==> config.mk <==
export PLATFORM = sky130hd
export DESIGN_NAME = branch_addr_rebuild
export DESIGN_NICKNAME = d
export VERILOG_FILES = /design/src/rtl/brd_pkg.sv /design/src/rtl/brd_group_merge.sv /design/src/rtl/brd_isa_resolve.sv /design/src/rtl/branch_addr_rebuild.sv
export SDC_FILE = /design/constraint.sdc
export NUM_CORES = 1
export LEC_CHECK = 0
export ABC_AREA = 1
export BUFFER_PORTS_ARGS = -buffer_cell sky130_fd_sc_hd__buf_4
export CORE_AREA = 2 2 91 115
export DETAILED_ROUTE_END_ITERATION = 8
export DIE_AREA = 0 0 93 117
export PLACE_DENSITY = 0.58
export SLEW_MARGIN = 20
export SYNTH_ARGS = -nofsm -noshare
export SYNTH_HDL_FRONTEND = slang
export SYNTH_SLANG_ARGS = --single-unit
==> constraint.sdc <==
create_clock -name clk -period 1.9 [get_ports clk]
set_input_delay 0.285 -clock clk [delete_from_list [all_inputs] [get_ports clk]]
set_output_delay 0.285 -clock clk [all_outputs]
set_load 0.1 [all_outputs]
==> src/rtl/brd_pkg.sv <==
`timescale 1ns/1ps
package brd_pkg;
    typedef enum logic [1:0] {
        ST_IDLE   = 2'd0,
        ST_GROUPS = 2'd1,
        ST_TAIL   = 2'd2
    } brd_state_e;

    typedef enum logic [1:0] {
        ISA_WIDE     = 2'd0,
        ISA_NARROW   = 2'd1,
        ISA_BYTECODE = 2'd2
    } brd_isa_e;

    localparam int REASON_W        = 3;
    localparam int REASON_FIRST_RSV = 5;
endpackage

==> src/rtl/brd_group_merge.sv <==
`timescale 1ns/1ps
module brd_group_merge #(
    parameter int ADDR_W = 32,
    parameter int GRP_W  = 7,
    parameter int NGRP   = 4,
    localparam int SEL_W  = (NGRP > 1) ? $clog2(NGRP) : 1,
    localparam int TAIL_W = ADDR_W - NGRP * GRP_W
) (
    input  logic [ADDR_W-1:0] base_i,
    input  logic [GRP_W-1:0]  slice_i,
    input  logic [SEL_W-1:0]  sel_i,
    input  logic              grp_en_i,
    input  logic              tail_en_i,
    output logic [ADDR_W-1:0] merged_o
);
    for (genvar g = 0; g < NGRP; g++) begin : g_slice
        assign merged_o[g*GRP_W +: GRP_W] =
            (grp_en_i && (sel_i == SEL_W'(g))) ? slice_i : base_i[g*GRP_W +: GRP_W];
    end

    assign merged_o[ADDR_W-1 -: TAIL_W] =
        tail_en_i ? slice_i[TAIL_W-1:0] : base_i[ADDR_W-1 -: TAIL_W];
endmodule

==> src/rtl/brd_isa_resolve.sv <==
`timescale 1ns/1ps
module brd_isa_resolve
    import brd_pkg::*;
#(
    parameter int ADDR_W = 32
) (
    input  logic [ADDR_W-1:0] raw_i,
    input  logic              full_i,
    input  logic              ext_flag_i,
    output logic [ADDR_W-1:0] addr_o,
    output brd_isa_e          isa_o
);
    always_comb begin
        addr_o = raw_i;
        if (full_i && ext_flag_i) begin
            isa_o = ISA_BYTECODE;
        end else if (raw_i[0]) begin
            isa_o     = ISA_NARROW;
            addr_o[0] = 1'b0;
        end else begin
            isa_o       = ISA_WIDE;
            addr_o[1:0] = 2'b00;
        end
    end
endmodule

==> src/rtl/branch_addr_rebuild.sv <==
`timescale 1ns/1ps
module branch_addr_rebuild
    import brd_pkg::*;
#(
    parameter int ADDR_W = 32,
    parameter int GRP_W  = 7,
    parameter int NGRP   = 4,
    localparam int PKT_W  = GRP_W + 1,
    localparam int SEL_W  = (NGRP > 1) ? $clog2(NGRP) : 1,
    localparam int TAIL_W = ADDR_W - NGRP * GRP_W
) (
    input  logic                clk,
    input  logic                rst_n,
    input  logic                start_i,
    input  logic                pkt_valid_i,
    input  logic [PKT_W-1:0]    pkt_data_i,
    output logic                pkt_ready_o,
    output logic [ADDR_W-1:0]   addr_o,
    output logic [REASON_W-1:0] reason_o,
    output logic [1:0]          isa_o,
    output logic                full_o,
    output logic                done_o,
    output logic                rsv_err_o
);
    brd_state_e        state_q, state_d;
    logic [SEL_W-1:0]  grp_q, grp_d;
    logic [ADDR_W-1:0] work_q;
    logic [ADDR_W-1:0] merged;
    logic [ADDR_W-1:0] clean_addr;
    brd_isa_e          isa_res;
    brd_isa_e          isa_q;
    logic              take, more, last_grp;
    logic              close_short, close_full, close_any;
    logic [REASON_W-1:0] tail_reason;

    assign pkt_ready_o = (state_q != ST_IDLE) && !start_i;
    assign take        = pkt_valid_i && pkt_ready_o;
    assign more        = pkt_data_i[PKT_W-1];
    assign last_grp    = (grp_q == SEL_W'(NGRP - 1));
    assign close_short = take && (state_q == ST_GROUPS) && !more;
    assign close_full  = take && (state_q == ST_TAIL);
    assign close_any   = close_short || close_full;
    assign tail_reason = pkt_data_i[TAIL_W +: REASON_W];

    brd_group_merge #(.ADDR_W(ADDR_W), .GRP_W(GRP_W), .NGRP(NGRP)) merge_i (
        .base_i    (work_q),
        .slice_i   (pkt_data_i[GRP_W-1:0]),
        .sel_i     (grp_q),
        .grp_en_i  (state_q == ST_GROUPS),
        .tail_en_i (state_q == ST_TAIL),
        .merged_o  (merged)
    );

    brd_isa_resolve #(.ADDR_W(ADDR_W)) resolve_i (
        .raw_i      (merged),
        .full_i     (close_full),
        .ext_flag_i (more),
        .addr_o     (clean_addr),
        .isa_o      (isa_res)
    );

    // Next-state logic
    always_comb begin
        state_d = state_q;
        grp_d   = grp_q;
        if (start_i) begin
            state_d = ST_GROUPS;
            grp_d   = '0;
        end else begin
            unique case (state_q)
                ST_IDLE: ;
                ST_GROUPS: if (take) begin
                    if (!more)         state_d = ST_IDLE;
                    else if (last_grp) state_d = ST_TAIL;
                    else               grp_d   = grp_q + 1'b1;
                end
                ST_TAIL: if (take) state_d = ST_IDLE;
                default: state_d = ST_IDLE;
            endcase
        end
    end

    // State register and working address
    always_ff @(posedge clk or negedge rst_n) begin
        if (!rst_n) begin
            state_q <= ST_IDLE;
            grp_q   <= '0;
            work_q  <= '0;
        end else begin
            state_q <= state_d;
            grp_q   <= grp_d;
            if (start_i)   work_q <= addr_o;
            else if (take) work_q <= merged;
        end
    end

    // Output registers
    always_ff @(posedge clk or negedge rst_n) begin
        if (!rst_n) begin
            addr_o    <= '0;
            reason_o  <= '0;
            isa_q     <= ISA_WIDE;
            full_o    <= 1'b0;
            done_o    <= 1'b0;
            rsv_err_o <= 1'b0;
        end else begin
            done_o <= close_any;
            if (close_any) begin
                addr_o   <= clean_addr;
                isa_q    <= isa_res;
                full_o   <= close_full;
                reason_o <= close_full ? tail_reason : '0;
            end
            if (close_full && (tail_reason >= REASON_W'(REASON_FIRST_RSV)))
                rsv_err_o <= 1'b1;
        end
    end

    assign isa_o = isa_q;


    done_pulse_chk: assert property (@(posedge clk) disable iff (!rst_n)
        done_o |=> !done_o);

    hold_outputs_chk: assert property (@(posedge clk) disable iff (!rst_n)
        !done_o |-> ($stable(addr_o) && $stable(isa_o) && $stable(full_o) && $stable(reason_o)));

    short_reason_chk: assert property (@(posedge clk) disable iff (!rst_n)
        (done_o && !full_o) |-> (reason_o == '0 && isa_o != ISA_BYTECODE));

    narrow_align_chk: assert property (@(posedge clk) disable iff (!rst_n)
        (done_o && isa_o == ISA_NARROW) |-> !addr_o[0]);

    wide_align_chk: assert property (@(posedge clk) disable iff (!rst_n)
        (done_o && isa_o == ISA_WIDE) |-> (addr_o[1:0] == 2'b00));

    err_sticky_chk: assert property (@(posedge clk) disable iff (!rst_n)
        rsv_err_o |=> rsv_err_o);

    idle_refuse_chk: assert property (@(posedge clk) disable iff (!rst_n)
        (done_o && !start_i) |-> !pkt_ready_o);
endmodule

### Word-level counts from Yosys, hierarchy flattened

Cells that the tools add are included.

* magnitude comparators: 1
* mux-type cells: 23
* reduce and logical (&&, ||, !) cells: 22
* equality and inequality tests: 10
* $add $sub $neg: 1

Operators with widths (count)
* 32-bit two-way mux: 2
* 7-bit two-way mux: 4
* 2-bit two-way mux: 12
* 1-bit logical AND: 11
* 4-bit AND reduction: 2
* 2-bit nonzero test: 4
* 2-bit == test, second input constant: 3
* 3-bit inequality test, second input constant: 2
* 2-bit one-hot mux with 3 select lines: 1
* 2-bit by 1-bit == test with 1-bit output, second input constant: 2
* 2-bit logical NOT: 2
* 4-bit two-way mux: 1
* 2-bit inequality test, second input constant: 2
* 4-bit inequality test, second input constant: 1
* 3-bit >= comparator, second input constant: 1
* 3-bit two-way mux: 1
* 2-bit by 1-bit adder with 2-bit output, second input constant: 1
* 1-bit logical NOT: 2
* 1-bit two-way mux: 2
* 1-bit logical OR: 1

* register bits: 76
* word-level logic and storage cells: 66
* input port bits: 12
* output and inout bits: 41

### Longest topological paths before layout

Gate-level depths: netlist of the first run.

* depth after elaboration: 6
* gate-level depth with buffers: 9
* mapped depth without buffers: 8

### Modules after synthesis

A second synthesis of the first run with hierarchy kept.

* cells, all modules: 591
* area total of the unflattened synthesis: 4194.0 sq um

By module, submodules not included
* branch_addr_rebuild: cells each 444, area each 3415.8 sq um, instances 1, seq. area each 1901.8 sq um
* brd_group_merge: cells each 110, area each 516.7 sq um, instances 1, seq. area each 0.0 sq um
* brd_isa_resolve: cells each 37, area each 261.5 sq um, instances 1, seq. area each 0.0 sq um

### Worst setup path before layout of the first run

No wires, ideal clock.

* path type: reg-to-reg
* start point: register state_q[0]
* end point: register addr_o[0]
* clock period less this slack: 2.424 ns
* data required time: 1.810 ns
* cell stages (with the launch flop): 6
* library setup time: 0.090 ns
* data arrival time: 2.334 ns
* path buffers: 1
* path slack: -0.524 ns
* cells stage by stage: dfrtp_1 > buf_2 > nor2_1 > nor2_1 > nand4_1 > o21ai_0

* cells in the longest elaborated chain, start to end: 6
* elaborated cells on any way between the ends: 13
* those cells by class: 2 x eq/ne; 2 x mux; 9 x reduce/logical

RTL lines
* from (decl): line branch_addr_rebuild.sv:25 `brd_state_e state_q, state_d;`
* from (signal assigned): line branch_addr_rebuild.sv:90 `state_q <= state_d;`
* 2-bit nonzero test *: line branch_addr_rebuild.sv:36 `assign pkt_ready_o = (state_q != ST_IDLE) && !start_i;`
* 1-bit logical AND *: line branch_addr_rebuild.sv:36
* via pkt_ready_o: line branch_addr_rebuild.sv:17 `output logic pkt_ready_o,`
* 1-bit logical AND *: line branch_addr_rebuild.sv:37 `assign take = pkt_valid_i && pkt_ready_o;`
* 1-bit logical AND, on equally long branches: line branch_addr_rebuild.sv:41, branch_addr_rebuild.sv:40
* 1-bit logical AND, on equally long branches: line brd_isa_resolve.sv:15, branch_addr_rebuild.sv:40
* 2-bit two-way mux / 1-bit logical OR (equally long branches): line brd_isa_resolve.sv:15, branch_addr_rebuild.sv:42
* to (signal assigned): line branch_addr_rebuild.sv:109 `addr_o <= clean_addr;`
* to (decl): line branch_addr_rebuild.sv:18 `output logic [ADDR_W-1:0] addr_o,`

Mark *: on every way through the listed nets, which the timed path passes. The rest lies on a longest branch.
A chain may end at the register's enable or synchronous reset.

### Worst setup path in the final report of the first run

* start point: register state_q[1]
* end point: output pkt_ready_o

* cells in the longest elaborated chain, start to end: 2

RTL lines (line)
* 2-bit nonzero test: branch_addr_rebuild.sv:36
* 1-bit logical AND: branch_addr_rebuild.sv:36
* to (decl): branch_addr_rebuild.sv:17

Every way passes these cells.

==> results.py, run 1 <==
metrics = {
    "power": {
        "max-vdd-ir-drop_mv": 1.06,
        "power-per-cell-area_nw_per_um2": 1960,
        "total_leakage_power_uw": 0.00251,
    },
    "synthesis": {
        "yosysSeqAreaShare": 0.494,
        "yosys.cell_types.count": 21,
        "postSynth.asyncResetShare": 1.00,
        "synth_top_area_frac": 0.494,
        "yosys_warnings": 0,
        "avgSynthCellArea_sq_um": 7.36,
        "synth.top_cells.by_area": "dfrtp_1 (49%), nand2_1 (23%), o21ai_0 (5.6%)",
        "ys_ff_latch": 76,
        "mappedNetlistNets": 539,
        "synth_instances": 523,
        "yosys-top-cells-count": "nand2_1 (234), dfrtp_1 (76), inv_1 (48)",
        "synth_enable_flop_cells": 0,
        "yosys.area.top_type": "dfrtp_1",
        "synth.most_common_cell": "nand2_1",
        "post_synth_instance_area_sq_um": 3850,
        "synth_top_flop_cell": "dfrtp_1",
    },
    "place": {
        "placed_cell_area_sq_um": 4410,
        "finalWeightedCongestion": 0.798,
        "io_buffers": 52,
        "numPlacedInstances": 693,
        "place_hpwl_mm": 6.63,
    },
    "routing": {
        "drt-initial-drc-count": 170,
        "drc": 0,
        "wl_met2_mm": 4.70,
        "wl_met3_um": 387,
        "route.top_layer_used": "met4",
        "routed-via-count": 3487,
        "wl_per_cell_um": 13.6,
        "route.antenna.remaining_nets": 0,
        "dr.pass1.iters": 4,
        "route.detailed.vias_per_inst": 4.91,
        "route.layer.met1.wl_mm": 4.27,
        "totalWireLength_mm": 9.63,
    },
    "clocking": {
        "cts_buffer_depth": 2,
        "clkSlewWorstSetupHoldPaths_ns": 0.05,
        "clock_tree.htree_level_count": 3,
        "cts_root_buffer_type": "clkbuf_16",
        "worstSkewPairLatency_ns": 0.34,
        "cts_buffers": 9,
        "clock_sinks": 76,
        "post_cts_resize_count": 0,
        "clock_tree_from_tritoncts": "yes",
    },
    "grt": {
        "grt_pass1_wl_mm": 16.2,
        "largest_net_degree_at_the_start_of_global_routing": 43,
        "first_global_vias": 3423,
        "antenna_violations_before_repair": 0,
        "grt_overflow_total": 0,
        "track_usage": 0.193,
    },
    "worst_setup_path": {
        "reg2reg_setup_slack_ns": 0.25,
        "rr_worst_depth": 8,
        "worst_setup_path_start_kind": "flip-flop",
        "setup.worst_path.class": "reg -> out",
        "path_cells": "nor2_1 > nor2_2 > buf_4",
        "total_buffers_and_inverters_traversed_by_the_critical_path": 1,
        "cp.arrival_ns": 1.38,
        "crit_path_end": "pkt_ready_o",
        "worstReg2RegStart": "state_q[0]$_DFFE_PN0P_",
        "worst-path-max-fanout": 5,
        "cp_data_required_time_ns": 1.62,
        "timing.critical_path.from": "state_q[1]$_DFFE_PN0P_",
        "cp_slowest_cell": "dfrtp_1",
        "reg2reg_to": "work_q[23]$_DFFE_PN0P_",
        "cp_num_cells": 3,
        "worst_path_dominant_cell_family": "flip-flops",
        "crit_path_end_kind": "primary output",
        "critical_path.max_stage_delay_ns": 0.44,
    },
    "timing": {
        "period_needed_ns": 1.67,
        "finClkSkew_ns": 0.00629,
        "setup-violations-final": 0,
        "final-max-slew-violation-count": 0,
        "fmax_mhz": 600,
        "tns_ns": 0,
        "worstMarginPinSlew_ns": 0.491,
        "relSlewSlack": 0.673,
        "layout_worst_path_cycle_share": 0.877,
        "hold_viol_final": 0,
        "unrepaired_setup_endpoints_after_global_routing": "false",
    },
    "floorplan": {
        "core_region_area_sq_um": 9850,
        "dieHeight_um": 117,
        "core.rowCount": 41,
        "die_width_um": 93,
        "initial_utilization": 0.391,
        "pin_count": 53,
        "design.die.area_sq_um": 10900,
    },
    "run": {
        "timing.max_cap.violations": 0,
    },
    "cells_and_area": {
        "finalCoreUtilization": 0.477,
        "layout.cell_area.non_filler_sq_um": 4700,
        "fin_cells": 710,
        "area_growth_syn_to_layout_pct": 22.0,
        "drive_gt1_frac": 0.150,
        "n_antenna_cell": 0,
        "nets": 592,
    },
    "status": {
        "status": "finished, final reports clean",
    },
    "min_path": {
        "whs_path_depth": 3,
        "min_path_type": "in -> reg",
    },
}
power breakdown:
group	total (uW)	internal, uW	leakage, uW	switching, uW
clock network	1650	1020	0.000135	629
logic	4970	1090	0.00140	3880
registers	2610	2240	0.000971	363
through the flow:
stage / hold WS, ns / worst slack (ns) / power [uW]
floorplan: -0.0106 / 0.0129 / 6540
global placement: 0.293 / 0.273 / 7560
detailed placement: 0.296 / 0.229 / 7620
CTS: 0.289 / 0.228 / 9300
global route: 0.309 / 0.0396 / 9780
finish: 0.302 / 0.233 / 9220
state kept, by name, indices dropped and copies added, names as in the netlist:
name	flops
state_q	2
reason_o	3
grp_q	2
rsv_err_o	1
addr_o	32
work_q	32
done_o	1
full_o	1
isa_o	2
worst reg2reg max path: cells and delay by family (launching register included):
kind	cells	cell delay, ns
flops	1	0.46
buf+inv	3	0.36
simple gates	5	0.71
layout make-up:
cell class,instances,area (sq um)
clock buffer,14,244
tap,129,161
fill,1004,5150
timing repair buffer,65,515
inverter,53,199
clock inverter,2,35.0
multi-input combinational,371,1640
sequential,76,1900
layout by cell type, fill, tap and decap left out, drive strengths merged:
master / n
nor3: 1
o21bai: 1
o211ai: 9
clkbuf: 14
nand4: 5
bufinv: 1
clkinv: 1
buf: 64
dfrtp: 76
ha: 4
nand2: 236
dlygate4sd3: 1
nand3b: 1
inv: 53
o21ai: 76
nand3: 30
nor2: 8
metal layers:
metal | track usage | vias to the layer above
met2 | 0.324 | 79
met5 | 0 | -
met1 | 0.240 | 1623
met4 | 0.101 | 0
li1 | - | 1766
met3 | 0.0320 | 19
worst min-delay path by stage:
stage | slack [ns] | end | from
final | 0.30 | rsv_err_o$_DFFE_PN0P_ | pkt_data_i[6]
after global routing | 0.31 | rsv_err_o$_DFFE_PN0P_ | pkt_data_i[6]
after CTS | 0.29 | isa_o[1]$_DFFE_PN0P_ | pkt_data_i[7]
after detailed placement | 0.30 | reason_o[1]$_DFFE_PN0P_ | rst_n
after global placement | 0.29 | addr_o[5]$_DFFE_PN0P_ | rst_n
after floorplan | -0.01 | addr_o[0]$_DFFE_PN0P_ | rst_n
logic make-up (layout without fill, tap and decap cells):
group                      Yosys count  in the layout  share of synthesized area
AOI/OAI and AO/OA                   86             86                      0.118
adders and majority gates            4              4                     0.0130
buffers and inverters               76            134                     0.0802
DFF                                 76             76                      0.494
and+or+nand+nor                    281            281                      0.295
repair_timing:
action	CTS	global route
hold buffers	1	0
setup buffers	0	0
hold endpoints to repair	35	0
Note: power is estimated with default switching activity, not from simulation.
==> inputs of run 2 (changes only) <==
--- a/config.mk
+++ b/config.mk
@@ -7,10 +7,10 @@
 export LEC_CHECK = 0
 export ABC_AREA = 1
 export BUFFER_PORTS_ARGS = -buffer_cell sky130_fd_sc_hd__buf_4
-export CORE_AREA = 2 2 91 115
+export CORE_AREA = 2 2 78 99
 export DETAILED_ROUTE_END_ITERATION = 8
-export DIE_AREA = 0 0 93 117
-export PLACE_DENSITY = 0.58
+export DIE_AREA = 0 0 80 101
+export PLACE_DENSITY = 0.76
 export SLEW_MARGIN = 20
 export SYNTH_ARGS = -nofsm -noshare
 export SYNTH_HDL_FRONTEND = slang
==> results.py, run 2 (synthesis results as in run 1) <==
metrics = {
    "timing": {
        "finClkSkew_ns": 0.0109,
        "final-max-slew-violation-count": 0,
        "setup-violations-final": 0,
        "hold_viol_final": 0,
        "tns_ns": 0,
        "fmax_mhz": 589,
        "relSlewSlack": 0.718,
        "period_needed_ns": 1.70,
        "worstMarginPinSlew_ns": 0.424,
        "unrepaired_setup_endpoints_after_global_routing": "false",
        "layout_worst_path_cycle_share": 0.894,
        "whs_ns": 0.290,
    },
    "place": {
        "numPlacedInstances": 655,
        "io_buffers": 52,
        "finalWeightedCongestion": 0.897,
        "place_hpwl_mm": 6.47,
    },
    "routing": {
        "route.detailed.vias_per_inst": 5.31,
        "dr.pass1.iters": 5,
        "route.antenna.remaining_nets": 0,
        "routed-via-count": 3568,
        "wl_per_cell_um": 14.1,
        "drt-initial-drc-count": 302,
        "totalWireLength_mm": 9.48,
        "drc": 0,
    },
    "worst_setup_path": {
        "crit_path_end_kind": "primary output",
        "rr_worst_depth": 8,
        "cp_slowest_cell": "dfrtp_1",
        "critical_path.max_stage_delay_ns": 0.49,
        "worst-path-max-fanout": 8,
        "crit_path_end": "pkt_ready_o",
        "worst_setup_path_start_kind": "flip-flop",
        "cp.arrival_ns": 1.41,
        "worstReg2RegStart": "state_q[0]$_DFFE_PN0P_",
        "path_cells": "nor2_1 > nor2_2 > buf_4",
        "timing.critical_path.from": "state_q[0]$_DFFE_PN0P_",
        "cp_data_required_time_ns": 1.62,
        "reg2reg_to": "addr_o[14]$_DFFE_PN0P_",
        "reg2reg_setup_slack_ns": 0.28,
        "setup.worst_path.class": "reg -> out",
    },
    "floorplan": {
        "design.die.area_sq_um": 8080,
        "pin_count": 53,
        "dieHeight_um": 101,
        "core.rowCount": 35,
        "initial_utilization": 0.536,
        "core_region_area_sq_um": 7180,
        "die_width_um": 80,
    },
    "power": {
        "max-vdd-ir-drop_mv": 1.26,
        "power_frac_comb": 0.546,
        "seq_power_share": 0.284,
        "total_leakage_power_uw": 0.00250,
        "internal_power_uw": 4290,
        "p_sw_uw": 4890,
        "clockPowerShare": 0.170,
        "power-per-cell-area_nw_per_um2": 1980,
        "netSwitchingFraction": 0.533,
    },
    "cells_and_area": {
        "area_growth_syn_to_layout_pct": 20.7,
        "area_of_combinational_cells_with_multiple_inputs_sq_um": 1640,
        "final.fill_count": 648,
        "leading_cell_type_in_the_layout_fill_and_taps_excluded": "nand2_1",
        "sequential_cell_area_sq_um": 1900,
        "n_antenna_cell": 0,
        "most-common-layout-cells": "nand2_1 (234), dfrtp_1 (76), buf_4 (59), inv_1 (48), o21ai_0 (43)",
        "drive_gt1_frac": 0.157,
        "nets": 591,
        "top_regs": "addr_o x32, work_q x32, reason_o x3",
        "fin_cells": 672,
    },
    "run": {
        "timing.max_cap.violations": 0,
    },
    "clocking": {
        "clkSlewWorstSetupHoldPaths_ns": 0.07,
        "cts_buffer_depth": 2,
        "cts_buffers": 9,
        "cts_setup_buffers": 0,
        "clock_sinks": 76,
        "clock_tree.htree_level_count": 3,
        "clock_tree_from_tritoncts": "yes",
        "post_cts_resize_count": 0,
        "cts_root_buffer_type": "clkbuf_8",
        "worstSkewPairLatency_ns": 0.35,
        "hold_buffers": 1,
    },
    "grt": {
        "grt_overflow_total": 0,
        "largest_net_degree_at_the_start_of_global_routing": 66,
        "antenna_violations_before_repair": 0,
        "track_usage": 0.260,
        "grt_pass1_wl_mm": 16.4,
        "first_global_vias": 3589,
    },
    "min_path": {
        "min_path_type": "in -> reg",
    },
    "status": {
        "status": "finished, final reports clean",
    },
}
[run 2: cell types whose count changed in the layout (fill, tap and decap cells not counted), sizes merged]
cell / previous run / this run
clkinvlp: 0 / 1
buf: 64 / 63
clkinv: 1 / 0
clkbuf: 14 / 11
inv: 53 / 54
bufinv: 1 / 3
[run 2: how the worst min path moves through the flow]
stage | from | to | slack, ns | cells past startpoint
5_1_grt | pkt_data_i[5] | reason_o[1]$_DFFE_PN0P_ | 0.31 | 3
6_report | pkt_data_i[5] | reason_o[1]$_DFFE_PN0P_ | 0.29 | 3
3_5_place_dp | rst_n | full_o$_DFFE_PN0P_ | 0.25 | 1
4_1_cts | pkt_data_i[5] | reason_o[1]$_DFFE_PN0P_ | 0.28 | 3
2_1_floorplan | rst_n | addr_o[0]$_DFFE_PN0P_ | -0.01 | 0
3_3_place_gp | rst_n | reason_o[0]$_DFFE_PN0P_ | 0.25 | 1
[run 2: layer usage]
layer / track usage / vias up / part of all wire
met5: 0 / - / 0
met4: 0.129 / 0 / 0.024
met3: 0.0412 / 21 / 0.059
met2: 0.422 / 112 / 0.49
met1: 0.336 / 1676 / 0.43
li1: - / 1759 / -
[run 2: final cells by class]
cell class	count	share of cell area
well taps	92	0.0248
clock buffers	11	0.0326
clock inverters	5	0.0229
inverters	53	0.0428
multi-input cells	371	0.353
flip-flops and latches	76	0.409
repair buffers	64	0.115
[run 2: stage by stage]
step	util	instance area, sq um	total power (uW)	setup slack, ns
floorplan	-	3850	6540	0.0129
global placement	0.610	4380	7530	0.395
detailed placement	0.610	4380	7640	0.310
global route	0.647	4650	9700	0.118
finish	0.647	4650	9180	0.202
CTS	0.647	4650	9220	0.212
[run 2: power by group through the flow]
stage                     Combinational, uW  Sequential [uW]  Clock, uW
after floorplan                        1450             5090          0
after global placement                 4920             2610          0
after detailed placement               5010             2620          0
after CTS                              5030             2610       1580
after global routing                   5370             2680       1650
final                                  5010             2610       1570
[run 2: worst max-delay path: cells and delay by family (launching register included)]
| kind | cells | cell delay (ns) |
|---|---|---|
| buf+inv | 1 | 0.31 |
| flops | 1 | 0.49 |
| simple gates | 2 | 0.28 |
